File: src/rtl/ripple_fifo_pkg.sv
package ripple_fifo_pkg;

    localparam int WORD_W_DEF = 9;
    localparam int DEPTH_DEF  = 64;

    // action a single stage takes on the next clock edge
    typedef enum logic [1:0] {
        SLOT_HOLD  = 2'd0,
        SLOT_LOAD  = 2'd1,
        SLOT_DRAIN = 2'd2
    } slot_act_e;

    // an empty slot loads when offered a word; a full slot drains when taken
    function automatic slot_act_e slot_action(input logic full,
                                              input logic offer,
                                              input logic take);
        if (!full && offer)
            return SLOT_LOAD;
        if (full && take)
            return SLOT_DRAIN;
        return SLOT_HOLD;
    endfunction

    // a handshake fires when a strobe meets its ready flag
    function automatic logic fires(input logic strobe, input logic ready);
        return strobe && ready;
    endfunction

endpackage

File: src/rtl/ripple_fifo_stage.sv
module ripple_fifo_stage
    import ripple_fifo_pkg::*;
#(
    parameter int W = WORD_W_DEF
) (
    input  logic         clk,
    input  logic         rst,
    input  logic         offer,
    input  logic [W-1:0] d_in,
    input  logic         take,
    output logic         full,
    output logic [W-1:0] q
);

    slot_act_e act;

    always_comb act = slot_action(full, offer, take);

    always_ff @(posedge clk) begin
        if (rst) begin
            full <= 1'b0;
        end else begin
            case (act)
                SLOT_LOAD:  full <= 1'b1;
                SLOT_DRAIN: full <= 1'b0;
                default:    full <= full;
            endcase
        end
    end

    // payload needs no reset: it is only seen through the valid bit
    always_ff @(posedge clk) begin
        if (act == SLOT_LOAD)
            q <= d_in;
    end

endmodule

File: src/rtl/ripple_fifo_outport.sv
module ripple_fifo_outport
    import ripple_fifo_pkg::*;
#(
    parameter int W = WORD_W_DEF
) (
    input  logic         tail_full,
    input  logic [W-1:0] tail_q,
    input  logic         shift_out,
    input  logic         oe,
    output logic         out_ready,
    output logic         pop,
    output logic [W-1:0] dout
);

    always_comb begin
        out_ready = tail_full;
        pop       = fires(shift_out, tail_full);
        dout      = (oe && tail_full) ? tail_q : '0;
    end

endmodule

File: src/rtl/ripple_fifo.sv
module ripple_fifo
    import ripple_fifo_pkg::*;
#(
    parameter int W     = WORD_W_DEF,
    parameter int DEPTH = DEPTH_DEF
) (
    input  logic         clk,
    input  logic         rst,
    input  logic         shift_in,
    input  logic [W-1:0] din,
    output logic         in_ready,
    input  logic         shift_out,
    output logic         out_ready,
    input  logic         oe,
    output logic [W-1:0] dout
);

    localparam int LAST = DEPTH - 1;

    logic [DEPTH-1:0] stage_vld;
    logic [DEPTH-1:0] stage_offer;
    logic [DEPTH-1:0] stage_take;
    logic [W-1:0]     stage_q [DEPTH];
    logic [W-1:0]     stage_d [DEPTH];
    logic             pop;

    for (genvar i = 0; i < DEPTH; i++) begin : g_slot
        // feed side: the head takes the write port, others the previous stage
        if (i == 0) begin : g_head
            assign stage_offer[i] = shift_in;
            assign stage_d[i]     = din;
        end else begin : g_body
            assign stage_offer[i] = stage_vld[i-1];
            assign stage_d[i]     = stage_q[i-1];
        end

        // drain side: the tail empties on a read, others when the next is free
        if (i == LAST) begin : g_tail
            assign stage_take[i] = pop;
        end else begin : g_mid
            assign stage_take[i] = stage_vld[i] && !stage_vld[i+1];
        end

        ripple_fifo_stage #(.W(W)) u_stage (
            .clk   (clk),
            .rst   (rst),
            .offer (stage_offer[i]),
            .d_in  (stage_d[i]),
            .take  (stage_take[i]),
            .full  (stage_vld[i]),
            .q     (stage_q[i])
        );
    end

    assign in_ready = !stage_vld[0];

    ripple_fifo_outport #(.W(W)) u_out (
        .tail_full (stage_vld[LAST]),
        .tail_q    (stage_q[LAST]),
        .shift_out (shift_out),
        .oe        (oe),
        .out_ready (out_ready),
        .pop       (pop),
        .dout      (dout)
    );

endmodule

File: config.mk
export PLATFORM = sky130hd
export DESIGN_NAME = ripple_fifo
export DESIGN_NICKNAME = d
export VERILOG_FILES = /design/src/rtl/ripple_fifo_pkg.sv /design/src/rtl/ripple_fifo_stage.sv /design/src/rtl/ripple_fifo_outport.sv /design/src/rtl/ripple_fifo.sv
export SDC_FILE = /design/constraint.sdc
export NUM_CORES = 1
export LEC_CHECK = 0
export ABC_AREA = 1
export BUFFER_PORTS_ARGS = -buffer_cell sky130_fd_sc_hd__buf_2
export CAP_MARGIN = 40
export CORE_MARGIN = 5
export CORE_UTILIZATION = 35
export CTS_BUF_LIST = sky130_fd_sc_hd__clkbuf_4
export DETAILED_ROUTE_END_ITERATION = 8
export GPL_ROUTABILITY_DRIVEN = 0
export SKIP_CTS_REPAIR_TIMING = 1
export SLEW_MARGIN = 20
export SYNTH_ARGS = -nofsm -noshare
export SYNTH_HDL_FRONTEND = slang
export SYNTH_SLANG_ARGS = --single-unit
File: constraint.sdc
create_clock -name clk -period 2.25 [get_ports clk]
set_clock_uncertainty 0.2 [all_clocks]
set_input_delay 0.1125 -clock clk [delete_from_list [all_inputs] [get_ports clk]]
set_output_delay 0.1125 -clock clk [all_outputs]
set_load 0.02 [all_outputs]
==> summary.md <==
| Metric | Value |
|---|---|
| Netlist cell types | 10 |
| DR iter-0 viols | 467 |
| Num ports | 25 |
| Vias per inst | 3.948 |
| Leading area contributor after synthesis | edfxtp_1 |
| Htree depth | 4 |
| Clk_lat worst skew | 0.78 ns |
| # rows | 87 |
| Power per cell area | 987.6 nW/um^2 |
| #FFs+latches synth | 640 |
| Max-slew violation count | 0 |
| RSZ-0062 raised after global routing | false |
| Startpoint types | register |
| Placed Area | 21,010 um^2 |
| DRC | 0 |
| Total clock sinks | 640 |
| Tmin final | 1.923 ns |
| Cell area after synthesis | 20,010 um^2 |
| Syn_area_per_cell | 20.25 um^2 |
| Final Cell Area | 23,250 um^2 |
| Period Utilization, post-route | 85.47% |
| Global route total overflow | 0 |
| Synth Area in Simple Gates | 2.626% |
| Setup tns final | 0 ns |
| Sequential element share of the synthesized area | 92.84% |
| Share of layout cells above drive strength 1 | 21.29% |
| CP Class | register to output port |
| Number of global-route vias before repair | 8,502 |
| WL per Instance | 12.10 um |
| R2R Setup Slk | 0.85 ns |
| Final Hold Viols | 0 |
| Compound-Gate Fraction of Synth Area | 1.576% |
| Synth Instances | 988 |
| Die Ht | 249.1 um |
| Via count | 8,125 |
| Synth Area in XOR/XNOR | 0% |
| CTS root buf | clkbuf_4 |
| Endpoint type of the worst setup path | output port |
| Critical path peak fanout | 9 |
| Adder-cell share of the synthesized area | 0% |
| IO Port Bufs | 24 |
| Gr usage total | 8.032% |
| Syn_nets | 1,002 |
| Pre-antenna DRT Iters | 4 |
| PnR worst setup slack | 0.3270 ns |
| Max-cap violations | 0 |
| CP arrival | 1.61 ns |
| Post-DP HPWL | 13.60 mm |
| Fraction of synthesized area in multiplexers | 0% |
| Initial Utilization | 35.42% |
| Max Fclk | 520.0 MHz |
| Setup violators final | 0 |
| Worst path required time | 1.94 ns |
| Pin count of the biggest net entering global routing | 64 |
| Tot Pwr | 22.96 mW |
| Die ar. | 62,060 um^2 |
| Clock-pin slew on the worst setup and hold paths | 0.07 ns |
| Synth area leaders | edfxtp_1 86%, dfxtp_1 6.4%, inv_1 2.6%, nor2_1 1.4%, nand2_1 1.2% |
| Final core occ | 41.16% |
| Status | complete, no violations |
| Num CTS Buffers | 148 |
| Slew headroom | 56.99% |
| Die X | 249.1 um |
| Type of the most critical hold path | primary input to register |
| Layout area overhead | 16.20% |
| Slew at the pin closest to its max-slew limit | 0.6428 ns |
| Final Net Count | 1,194 |
| Core area | 56,500 um^2 |
| Longest Clk Path Bufs | 3 |
| Initial antenna violation count | 1 |
| Top cell type's share of synthesized area | 86.44% |
| ANT nets after route | 0 |
| Synth warn | 0 |
| CTS tree | built |
| Largest family of logic cells by synthesized area | buffers and inverters |
| Lkg Pwr | 7.833 nW |
| First-pass GRT wire length | 40.53 mm |
| Detailed Route WL | 24.91 mm |
| Peak supply drop | 0.0004919 V |
| Setup WS pre-CTS | 0.8112 ns |
## flip-flops by register name (all words and copies together) (netlist names)
signal and cells:
g_slot.u_stage.q 576, g_slot.u_stage.full 64
## report_power, final
part	switching (mW)	internal, mW	leakage, nW
Clock	4.19	5.09	1.20
Sequential	0.120	13.2	5.29
Combinational	0.242	0.0827	1.35
## Yosys cell counts (all sizes together)
cell type  number
edfxtp        576
inv           139
nor2           74
nand2          66
dfxtp          64
o21ai          62
buf             6
a21oi           1
## final timing paths
path | end | start | cells past startpoint
setup / recovery | dout[6] | g_slot[63].u_stage.full | 3
hold / removal | g_slot[0].u_stage.q[5] | shift_in | 4
setup reg to reg | g_slot[63].u_stage.full | g_slot[63].u_stage.full | 4
hold reg to reg | g_slot[62].u_stage.q[8] | g_slot[61].u_stage.q[8] | 0
## placed cells by master (no fill, tap or decap)
| master | instances |
|---|---|
| diode_2 | 1 |
| clkbuf_4 | 234 |
| o21ai_0 | 32 |
| bufinv_16 | 3 |
| edfxtp_1 | 576 |
| nand2_1 | 66 |
| inv_2 | 6 |
| clkinvlp_4 | 3 |
| clkinv_2 | 4 |
| clkinv_1 | 19 |
| nor2_1 | 74 |
| inv_6 | 1 |
| dlygate4sd3_1 | 24 |
| o21ai_1 | 30 |
| inv_1 | 138 |
| a21oi_1 | 1 |
| buf_2 | 24 |
| inv_4 | 1 |
| dfxtp_1 | 64 |
| clkinv_4 | 1 |
## routing by layer
metal  vias up  GRT usage, %  share of wire [%]
li1       4048             -                  -
met1      3837         9.192                 42
met2       191         13.03                 49
met3        49         3.529                6.4
met4         0         3.810                2.1
met5         -             0                  0
## critical path, cell delays in order (launching register included)
cell and delay, ns:
dfxtp_1 0.36, nand2_1 0.19, nor2_1 0.14, buf_2 0.17
## per-stage QoR
stage,cells,hold slack (ns)
detailed placement,1762,0.09060
finish,2058,0.1791
CTS,2033,-0.8005
global placement,1762,0.09045
global route,2058,0.1032
floorplan,988,-0.01843
## kinds of logic (layout without fill, tap and decap cells)
family,count (synthesis),after routing
simple gates,140,140
compound gates,63,63
flops,640,640
other cells,0,1
buf+inv,145,458
## layout make-up
class / instances / area (um^2)
Antenna cell: 1 / 2.502
Clock inverter: 37 / 244.0
Multi-Input combinational cell: 203 / 840.8
Sequential cell: 640 / 18580
Inverter: 139 / 524.3
Timing Repair Buffer: 48 / 360.3
Fill cell: 5026 / 33240
Tap cell: 756 / 945.9
Clock buffer: 234 / 1757
Power figures use the tool's default switching activity.
